**config.mk**
```make
export PLATFORM = sky130hd
export DESIGN_NAME = useq_sequencer
export DESIGN_NICKNAME = d
export VERILOG_FILES = /design/src/rtl/usq_pkg.sv /design/src/rtl/usq_cond_mux.sv /design/src/rtl/usq_src_decode.sv /design/src/rtl/usq_addr_mux.sv /design/src/rtl/useq_sequencer.sv
export SDC_FILE = /design/constraint.sdc
export NUM_CORES = 1
export LEC_CHECK = 0
export BUFFER_PORTS_ARGS = -buffer_cell sky130_fd_sc_hd__buf_2
export CORE_ASPECT_RATIO = 0.75
export CORE_MARGIN = 2
export CORE_UTILIZATION = 35
export DETAILED_ROUTE_END_ITERATION = 8
export PLACE_DENSITY = 0.6
export SYNTH_ARGS = -nofsm -noshare
export SYNTH_HDL_FRONTEND = slang
export SYNTH_SLANG_ARGS = --single-unit
```
**constraint.sdc**
```tcl
create_clock -name clk -period 2.54 [get_ports clk]
set_input_delay 0.127 -clock clk [delete_from_list [all_inputs] [get_ports clk]]
set_output_delay 0.127 -clock clk [all_outputs]
set_load 0.03 [all_outputs]
```
**src/rtl/usq_pkg.sv**
```systemverilog
package usq_pkg;

    // transition kind carried in the microinstruction
    typedef enum logic [1:0] {
        BK_JUMP     = 2'b00,
        BK_CALL     = 2'b01,
        BK_RETURN   = 2'b10,
        BK_DISPATCH = 2'b11
    } usq_kind_e;

    // condition code choosing the test bit
    typedef enum logic [1:0] {
        CS_ALWAYS = 2'b00,
        CS_IND    = 2'b01,
        CS_SIGN   = 2'b10,
        CS_ZERO   = 2'b11
    } usq_cond_e;

    // next-address source, encoded as {s1, s0}
    typedef enum logic [1:0] {
        SRC_STEP     = 2'b00,
        SRC_BRANCH   = 2'b01,
        SRC_RETURN   = 2'b10,
        SRC_DISPATCH = 2'b11
    } usq_src_e;

endpackage

```
**src/rtl/usq_cond_mux.sv**
```systemverilog
module usq_cond_mux
    import usq_pkg::*;
(
    input  usq_cond_e cond_sel,
    input  logic      ind_bit,
    input  logic      acc_sign,
    input  logic      acc_zero,
    output logic      test_bit
);

    always_comb begin
        unique case (cond_sel)
            CS_ALWAYS: test_bit = 1'b1;
            CS_IND:    test_bit = ind_bit;
            CS_SIGN:   test_bit = acc_sign;
            CS_ZERO:   test_bit = acc_zero;
            default:   test_bit = 1'b1;
        endcase
    end

endmodule

```
**src/rtl/usq_src_decode.sv**
```systemverilog
module usq_src_decode
    import usq_pkg::*;
(
    input  usq_kind_e branch_kind,
    input  logic      test_bit,
    output usq_src_e  src_sel,
    output logic      ret_load
);

    logic i1, i0, s1, s0;

    always_comb begin
        i1       = branch_kind[1];
        i0       = branch_kind[0];
        // closed-form select: s1 = i1, s0 = i1*i0 + i1'*t
        s1       = i1;
        s0       = (i1 & i0) | (~i1 & test_bit);
        src_sel  = usq_src_e'({s1, s0});
        // save the return address only on a taken call
        ret_load = ~i1 & i0 & test_bit;
    end

endmodule

```
**src/rtl/usq_addr_mux.sv**
```systemverilog
module usq_addr_mux
    import usq_pkg::*;
#(
    parameter int ADDR_W   = 7,
    parameter int OPC_W    = 4,
    parameter int SLOT_LOG = 2
) (
    input  usq_src_e           src_sel,
    input  logic [ADDR_W-1:0]  cur_addr,
    input  logic [ADDR_W-1:0]  branch_addr,
    input  logic [ADDR_W-1:0]  saved_addr,
    input  logic [OPC_W-1:0]   opcode,
    output logic [ADDR_W-1:0]  step_addr,
    output logic [ADDR_W-1:0]  next_addr
);

    localparam int MAP_W = OPC_W + SLOT_LOG;

    logic [ADDR_W-1:0] map_addr;
    logic [MAP_W-1:0]  slot_base;

    assign slot_base = {opcode, {SLOT_LOG{1'b0}}};

    generate
        if (MAP_W == ADDR_W) begin : g_map_full
            assign map_addr = slot_base;
        end else begin : g_map_pad
            assign map_addr = {{(ADDR_W-MAP_W){1'b0}}, slot_base};
        end
    endgenerate

    // natural truncation gives the wrap from the top address to zero
    assign step_addr = cur_addr + ADDR_W'(1);

    always_comb begin
        unique case (src_sel)
            SRC_STEP:     next_addr = step_addr;
            SRC_BRANCH:   next_addr = branch_addr;
            SRC_RETURN:   next_addr = saved_addr;
            SRC_DISPATCH: next_addr = map_addr;
            default:      next_addr = step_addr;
        endcase
    end

endmodule

```
**src/rtl/useq_sequencer.sv**
```systemverilog
module useq_sequencer
    import usq_pkg::*;
#(
    parameter int ADDR_W     = 7,
    parameter int OPC_W      = 4,
    parameter int SLOT_LOG   = 2,
    parameter int FETCH_ADDR = 64
) (
    input  logic              clk,
    input  logic              rst,
    input  logic [1:0]        cond_sel,
    input  logic [1:0]        branch_kind,
    input  logic [ADDR_W-1:0] branch_addr,
    input  logic [OPC_W-1:0]  opcode,
    input  logic              ind_bit,
    input  logic              acc_sign,
    input  logic              acc_zero,
    output logic [ADDR_W-1:0] ctl_addr,
    output logic [ADDR_W-1:0] ret_addr
);

    localparam logic [ADDR_W-1:0] RESET_ADDR = ADDR_W'(FETCH_ADDR);

    logic [ADDR_W-1:0] car_q, car_d;
    logic [ADDR_W-1:0] sbr_q, sbr_d;
    logic [ADDR_W-1:0] step_addr;
    logic [ADDR_W-1:0] next_addr;
    logic              test_bit;
    logic              ret_load;
    usq_src_e          src_sel;

    usq_cond_mux u_cond (
        .cond_sel (usq_cond_e'(cond_sel)),
        .ind_bit  (ind_bit),
        .acc_sign (acc_sign),
        .acc_zero (acc_zero),
        .test_bit (test_bit)
    );

    usq_src_decode u_dec (
        .branch_kind (usq_kind_e'(branch_kind)),
        .test_bit    (test_bit),
        .src_sel     (src_sel),
        .ret_load    (ret_load)
    );

    usq_addr_mux #(
        .ADDR_W   (ADDR_W),
        .OPC_W    (OPC_W),
        .SLOT_LOG (SLOT_LOG)
    ) u_mux (
        .src_sel     (src_sel),
        .cur_addr    (car_q),
        .branch_addr (branch_addr),
        .saved_addr  (sbr_q),
        .opcode      (opcode),
        .step_addr   (step_addr),
        .next_addr   (next_addr)
    );

    // next-state logic for both registers
    always_comb begin
        car_d = next_addr;
        sbr_d = ret_load ? step_addr : sbr_q;
    end

    // state registers
    always_ff @(posedge clk) begin
        if (rst) begin
            car_q <= RESET_ADDR;
            sbr_q <= '0;
        end else begin
            car_q <= car_d;
            sbr_q <= sbr_d;
        end
    end

    // outputs
    always_comb begin
        ctl_addr = car_q;
        ret_addr = sbr_q;
    end

endmodule

```
==> summary.md, run 1 <==
| Metric | Value |
|---|---|
| Fin. Hold Viols | `0` |
| First-pass DRT Iterations | `4` |
| Top FF cell, synth | `dfxtp_1` |
| DRC viols | `0` |
| Largest net degree at the start of global routing | `15` |
| Max Cap Viol | `0` |
| Startpoint types | `input port` |
| CTS root buffer | `clkbuf_4` |
| Yosys top cell area share | `0.374` |
| Final WL | `1840 um` |
| Maximum VDD drop | `0.315 mV` |
| Nets | `133` |
| Mean Syn Cell Area | `9.49 um2` |
| Post-cts resize count | `0` |
| Die height | `44.1 um` |
| Sequential area share after synthesis | `0.374` |
| Largest cells by area after synthesis | `dfxtp_1, mux2i_1, a21oi_1` |
| Final Cell Area | `~950 um2` |
| Hold endpoint | `ctl_addr[2]` |
| PortBufs | `33` |
| Static Leak | `roughly 0.44 nW` |
| Ant diodes | `0` |
| Area of the multi-input gates | `429 um2` |
| Share of cells above drive strength 1 | `0.387` |
| DR iter-0 viols | `14` |
| Slew Viols, Final | `0` |
| RSZ-0062 raised after global routing | `no` |
| Wire length of the first global-routing pass | `2960 um` |
| All-Layer GR Usage | `0.154` |
| Worst-skew pair later-pin latency | `280 ps` |
| Reg2reg end | `ctl_addr[2]` |
| Worst-path maximum fanout | `13` |
| IO Pins | `34` |
| Post-layout min period | `~1400 ps` |
| Register area | `280 um2` |
| Mapped Area | `749 um2` |
| Hold path startpoint | `branch_addr[2]` |
| CTS clock-pin slew for the worst setup and hold paths | `about 90 ps` |
| Critical path class | `in -> reg` |
| Gpl congestion | `0.780` |
| Final setup fails | `0` |
| Hold_buf cts | `0` |
| Area grow syn2layout | `27.0%` |
| Post-synth EDFFs | `0` |
| Worst reg-to-reg setup slack | `roughly 1200 ps` |
| Core area | `2010 um2` |
| Relative slew slack | `0.461` |
| Clock sinks | `14` |
| Hold depth | `2` |
| Yosys cell types | `29` |
| Fill count | `between 200 and 250` |
| Initial antenna violation count | `0` |
| Skew final | `between 6 and 7 ps` |
| Dpl hpwl | `approximately 1400 um` |
| Worst Reg2Reg Path Length in Cells | `4` |
| Post-Syn Nets | `100` |
| Ys Warns | `0` |
| Clk buf depth | `2` |
| Status | `completed` |
| Number of routed nets with antenna violations | `0` |
| Die width | `57.4 um` |
| DP Area | `916 um2` |
| Yosys reg bits | `14` |
| Worst Hold Class | `in -> reg` |
| Synthesized instance count | `79` |
| Worst endpoint required time | `2720 ps` |
| Vias in the first global route | `656` |
| H-tree Lvls | `1` |
| Ys async rst share | `0` |
| Synth area leader | `dfxtp_1` |
| Tightest Pin Transition | `808 ps` |
| Starting density of the core | `0.372` |
| Post-CTS setup buffer count | `0` |
| Clock buffer count from CTS | `3` |
| WL/cell | `13.6 um` |
| CTS tree | `yes` |
| CP Capture Type | `register` |
| Vias | `699` |
| Post-route setup TNS | `0 ps` |
| Core Rows | `14` |
| FMAX | `736 MHz` |
| WP data arrival | `1540 ps` |
| DR vias/cell | `5.18` |
| Fin crit share | `0.535` |
| Total die area | `around 2500 um2` |
| Reg2Reg Launch Point | `ctl_addr[0]` |
| Pwr dens | `578 nW/um2` |
| Total gr overflow | `0` |
[critical path, stage by stage]
cell and delay [ps]:
buf_2 110, mux2i_1 170, a2111oi_4 810, mux2i_1 260, nor2_1 50
[layout make-up]
class	instances	share of cell area
multi-input cells	57	0.451
clock buffers	4	0.0381
flip-flops and latches	14	0.294
well taps	24	0.0315
repair buffers	33	0.173
inverters	3	0.0118
[registers in the layout, indices dropped and copies added, names as in the netlist]
| name | count |
|---|---|
| ctl_addr | 7 |
| ret_addr | 7 |
[cells by family (layout without fill, tap and decap cells)]
group	Yosys count	count (layout)	share of synthesized area
AO/OA/AOI/OAI	26	26	0.282
AND/OR/NAND/NOR	18	18	0.122
flip-flops	14	14	0.374
buffers and inverters	8	40	0.0534
multiplexers	7	7	0.0935
XOR/XNOR	5	5	0.0584
adder cells (fa/ha/maj)	1	1	0.0167
[cell usage in the layout (no fill, tap or decap), drive strengths merged, types with 2 or more instances in the layout]
cell / n
buf: 33
clkbuf: 4
a221oi: 2
a211oi: 6
o31ai: 2
nand3: 4
dfxtp: 14
a2111oi: 2
and3: 2
a21oi: 7
o21ai: 2
inv: 3
xor2: 4
mux2i: 7
nor2: 8
[how the worst max path moves through the flow]
stage                      startpoint           to  slack (ps)  cells past startpoint
after floorplan           ctl_addr[0]  ctl_addr[2]        1150                      4
after global placement    cond_sel[1]  ret_addr[1]         970                      5
after detailed placement  cond_sel[1]  ret_addr[1]         880                      5
after CTS                 cond_sel[1]  ret_addr[1]        1200                      5
after global routing      cond_sel[1]  ret_addr[1]        1080                      5
final                     cond_sel[1]  ret_addr[1]        1180                      5
[Yosys cell counts, types with 2 or more instances]
library cell / n
a211oi_2: 2
a221oi_1: 2
o31ai_1: 2
a211oi_1: 4
o21ai_0: 2
mux2i_1: 7
nand3_1: 4
a21oi_1: 7
xor2_1: 4
buf_2: 2
inv_1: 3
nor2_1: 8
and3_1: 2
clkbuf_1: 2
dfxtp_1: 14
[report_power, final]
group | internal [mW] | switching, mW | total (mW)
logic | 0.0504 | 0.0849 | 0.135
registers | 0.236 | 0.0149 | 0.251
clock network | 0.0872 | 0.0771 | 0.164
total | 0.374 | 0.177 | 0.551
[routing by layer]
layer,vias up,track usage,part of all wire
li1,358,-,-
met4,0,0.0140,0
met3,0,0.0673,0.064
met1,320,0.197,0.49
met2,21,0.252,0.44
met5,-,0,0
[per-stage QoR]
| stage | worst slack, ps | hold WS, ps | cells | utilization | total power [mW] |
|---|---|---|---|---|---|
| 6_report | 1180 | 73.8 | 135 | 0.473 | 0.551 |
| 5_1_grt | 1080 | 67.6 | 135 | 0.473 | 0.577 |
| 4_1_cts | 1200 | 62.2 | 135 | 0.473 | 0.556 |
| 3_5_place_dp | 882 | 356 | 131 | 0.455 | 0.392 |
| 3_3_place_gp | 966 | 351 | 131 | 0.455 | 0.390 |
| 2_1_floorplan | 1150 | 259 | 79 | - | 0.347 |
Power figures use the tool's default switching activity.
==> run 2: changes to the inputs <==
--- a/config.mk
+++ b/config.mk
@@ -5,12 +5,13 @@
 export SDC_FILE = /design/constraint.sdc
 export NUM_CORES = 1
 export LEC_CHECK = 0
+export ABC_AREA = 1
 export BUFFER_PORTS_ARGS = -buffer_cell sky130_fd_sc_hd__buf_2
 export CORE_ASPECT_RATIO = 0.75
 export CORE_MARGIN = 2
 export CORE_UTILIZATION = 35
 export DETAILED_ROUTE_END_ITERATION = 8
-export PLACE_DENSITY = 0.6
+export PLACE_DENSITY = 0.57
 export SYNTH_ARGS = -nofsm -noshare
 export SYNTH_HDL_FRONTEND = slang
 export SYNTH_SLANG_ARGS = --single-unit
==> constraint.sdc (replaced) <==
create_clock -name clk -period 1.4 [get_ports clk]
set_input_delay 0.07 -clock clk [delete_from_list [all_inputs] [get_ports clk]]
set_output_delay 0.07 -clock clk [all_outputs]
set_load 0.03 [all_outputs]
==> summary.md, run 2 <==
| Metric | Value |
|---|---|
| Status | `completed (unchanged)` |
| Post-Syn Nets | `172 (was 100)` |
| Fin util | `0.443 (was 0.473)` |
| Total gr overflow | `0 (unchanged)` |
| Worst Hold Class | `in -> reg (unchanged)` |
| DP Worst Slack | `174 ps (was 882 ps)` |
| WL/cell | `10.8 um (was 13.6 um)` |
| IO Pins | `34 (unchanged)` |
| Static Leak | `0.624 nW (was 0.436 nW)` |
| Worst Reg2Reg Path Length in Cells | `8 (was 4)` |
| Fill count | `301 (was 210)` |
| Clk buf depth | `2 (unchanged)` |
| Critical path class | `reg -> reg (was in -> reg)` |
| Vias | `1,008 (was 699)` |
| CTS root buffer | `clkbuf_4 (unchanged)` |
| Clock buffer count from CTS | `3 (unchanged)` |
| Most numerous cell in the Yosys netlist | `nand2_1 (was dfxtp_1)` |
| Yosys reg bits | `14 (unchanged)` |
| Starting density of the core | `0.361 (was 0.372)` |
| Ys Warns | `0 (unchanged)` |
| Tightest Pin Transition | `352 ps (was 808 ps)` |
| RSZ-0062 raised after global routing | `no (unchanged)` |
| DR iter-0 viols | `25 (was 14)` |
| Synth area leader | `dfxtp_1 (unchanged)` |
| Register area | `283 um2 (was 280 um2)` |
| Max Cap Viol | `0 (unchanged)` |
| Most frequent cells in the layout | `nand2_1, buf_2, nor2_1, inv_1, nand3_1 (was buf_2, dfxtp_1, nor2_1, mux2i_1, a21oi_1)` |
| Mapped Area | `917 um2 (was 749 um2)` |
| Worst reg-to-reg setup slack | `150 ps (was 1240 ps)` |
| Gpl congestion | `0.775 (was 0.780)` |
| Skew final | `3.41 ps (was 6.60 ps)` |
| H-tree Lvls | `1 (unchanged)` |
| Yosys top cell area share | `0.306 (was 0.374)` |
| Die height | `48.3 um (was 44.1 um)` |
| Final setup fails | `0 (unchanged)` |
| First-pass DRT Iterations | `4 (unchanged)` |
| Total die area | `3050 um2 (was 2530 um2)` |
| Startpoint types | `register (was input port)` |
| DRC viols | `0 (unchanged)` |
| Sequential area share after synthesis | `0.306 (was 0.374)` |
| Ant diodes | `0 (unchanged)` |
| All-Layer GR Usage | `0.173 (was 0.154)` |
| Worst-skew pair later-pin latency | `280 ps (about the same)` |
| Worst-path maximum fanout | `5 (was 13)` |
| Yosys cell types | `20 (was 29)` |
| WP data arrival | `1420 ps (was 1540 ps)` |
| Final WL | `2390 um (was 1840 um)` |
| Ys async rst share | `0 (unchanged)` |
| Fin. Hold Viols | `0 (unchanged)` |
| CTS tree | `yes (unchanged)` |
| Pwr dens | `865 nW/um2 (was 578 nW/um2)` |
| Post-layout min period | `1250 ps` |
| Post-cts resize count | `0 (unchanged)` |
| Mean Syn Cell Area | `6.07 um2 (was 9.49 um2)` |
| Top FF cell, synth | `dfxtp_1 (unchanged)` |
| Largest net degree at the start of global routing | `12 (was 15)` |
| Nets | `208 (was 133)` |
| Synthesized instance count | `151 (was 79)` |
| PortBufs | `33 (unchanged)` |
| Reg2Reg Launch Point | `ctl_addr[0] (unchanged)` |
| Clock sinks | `14 (unchanged)` |
| Fin crit share | `0.890` |
| DR vias/cell | `4.56 (was 5.18)` |
| Wire length of the first global-routing pass | `4150 um (was 2960 um)` |
| Reg2reg end | `ret_addr[6] (was ctl_addr[2])` |
| Most common cell after layout, fill and taps aside | `nand2_1 (was buf_2)` |
| Core area | `2540 um2 (was 2010 um2)` |
| Post-route setup TNS | `0 ps (unchanged)` |
| Share of cells above drive strength 1 | `0.249 (was 0.387)` |
| Post-route setup slack | `154 ps (was 1180 ps)` |
| WL met2 | `1030 um (was 816 um)` |
| DP Area | `1090 um2 (was 916 um2)` |
| Core Rows | `16 (was 14)` |
| Dpl hpwl | `1880 um (was 1430 um)` |
| CP Capture Type | `register (unchanged)` |
| Largest cells by area after synthesis | `dfxtp_1, nand2_1, nor2_1 (was dfxtp_1, mux2i_1, a21oi_1)` |
| Die width | `63.1 um (was 57.4 um)` |
| Hold path startpoint | `branch_addr[4] (was branch_addr[2])` |
| Met3 wire len | `117 um (unchanged)` |
| Final Cell Area | `1130 um2 (was 952 um2)` |
| Number of routed nets with antenna violations | `0 (unchanged)` |
| Highest metal used | `met4 (was met3)` |
| Slew Viols, Final | `0 (unchanged)` |
| Top post-synthesis cells by count | `nand2_1, nor2_1, inv_1 (was dfxtp_1, nor2_1, a21oi_1, mux2i_1)` |
| Post-synth EDFFs | `0 (unchanged)` |
| Maximum VDD drop | `0.475 mV (was 0.315 mV)` |
| Vias in the first global route | `909 (was 656)` |
| Worst endpoint required time | `1580 ps (was 2720 ps)` |
| FMAX | `around 800 MHz` |
| Wl on met1 | `1240 um (was 902 um)` |
| Relative slew slack | `0.765 (was 0.461)` |
| Final Total Pwr | `0.974 mW (was 0.551 mW)` |
| Area grow syn2layout | `22.8% (was 27.0%)` |
| CTS clock-pin slew for the worst setup and hold paths | `90 ps (about the same)` |
| Hold depth | `5 (was 2)` |
| Area of the multi-input gates | `518 um2 (was 429 um2)` |
| Hold endpoint | `ctl_addr[4] (was ctl_addr[2])` |
| Initial antenna violation count | `0 (unchanged)` |
[run 2: cell count changes in the layout (fill, tap and decap cells not counted), sizes merged, moves of 4 or more]
cell | previous run | this run
mux2i | 7 | 0
o21ai | 2 | 6
nand2 | 1 | 47
a211oi | 6 | 0
nor2 | 8 | 27
xor2 | 4 | 0
inv | 3 | 21
nand3 | 4 | 20
[run 2: final cells by class]
cell class | instances | area share
multi-input combinational | 112 | 0.460
sequential | 14 | 0.251
timing repair buffer | 34 | 0.156
inverter | 22 | 0.0733
tap | 36 | 0.0400
clock buffer | 3 | 0.0200
[run 2: how the worst max path moves through the flow]
stage / start / to / slack, ps / cells past startpoint
after floorplan: ctl_addr[0] / ret_addr[6] / 110 / 8
after global placement: ctl_addr[0] / ret_addr[6] / 220 / 8
after detailed placement: ctl_addr[0] / ret_addr[6] / 170 / 8
after CTS: ctl_addr[0] / ret_addr[6] / 160 / 8
after global routing: ctl_addr[0] / ctl_addr[6] / 70 / 8
final: ctl_addr[0] / ret_addr[6] / 150 / 8
[run 2: repair_timing]
action | in CTS | in global routing
setup buffers | 0 | 0
endpoints found under the hold margin | 2 | 0
hold buffers | 1 | 0
[run 2: power by group]
part | total [mW] | internal, mW | switching [mW]
Sequential | 0.457 | 0.429 | 0.0280
Clock | 0.229 | 0.0997 | 0.130
Combinational | 0.288 | 0.0979 | 0.190
[run 2: per-layer routing]
layer  GRT usage  vias up
met1       0.239      441
met3      0.0512        2
met2       0.273       24
met5           0        -
met4      0.0222        0
li1            -      541
[run 2: cell families after synthesis]
family / count (synthesis) / synth area share
compound gates: 11 / 0.0600
xor+xnor: 1 / 0.00955
fa+ha+maj: 1 / 0.0136
buf+inv: 25 / 0.130
flops: 14 / 0.306
simple gates: 99 / 0.482
[run 2: through the flow]
step / instances / hold slack [ps]
finish: 221 / 115
global route: 221 / 118
CTS: 221 / 104
detailed placement: 217 / 282
global placement: 217 / 284
floorplan: 151 / 139
[run 2: critical path, stage by stage (launching register included)]
cell and delay [ps]:
dfxtp_2 370, ha_1 210, nand3_1 110, nor2_1 150
nand2_1 60, nand2_1 50, nand2_1 60, nor2_1 90
nor2_1 50
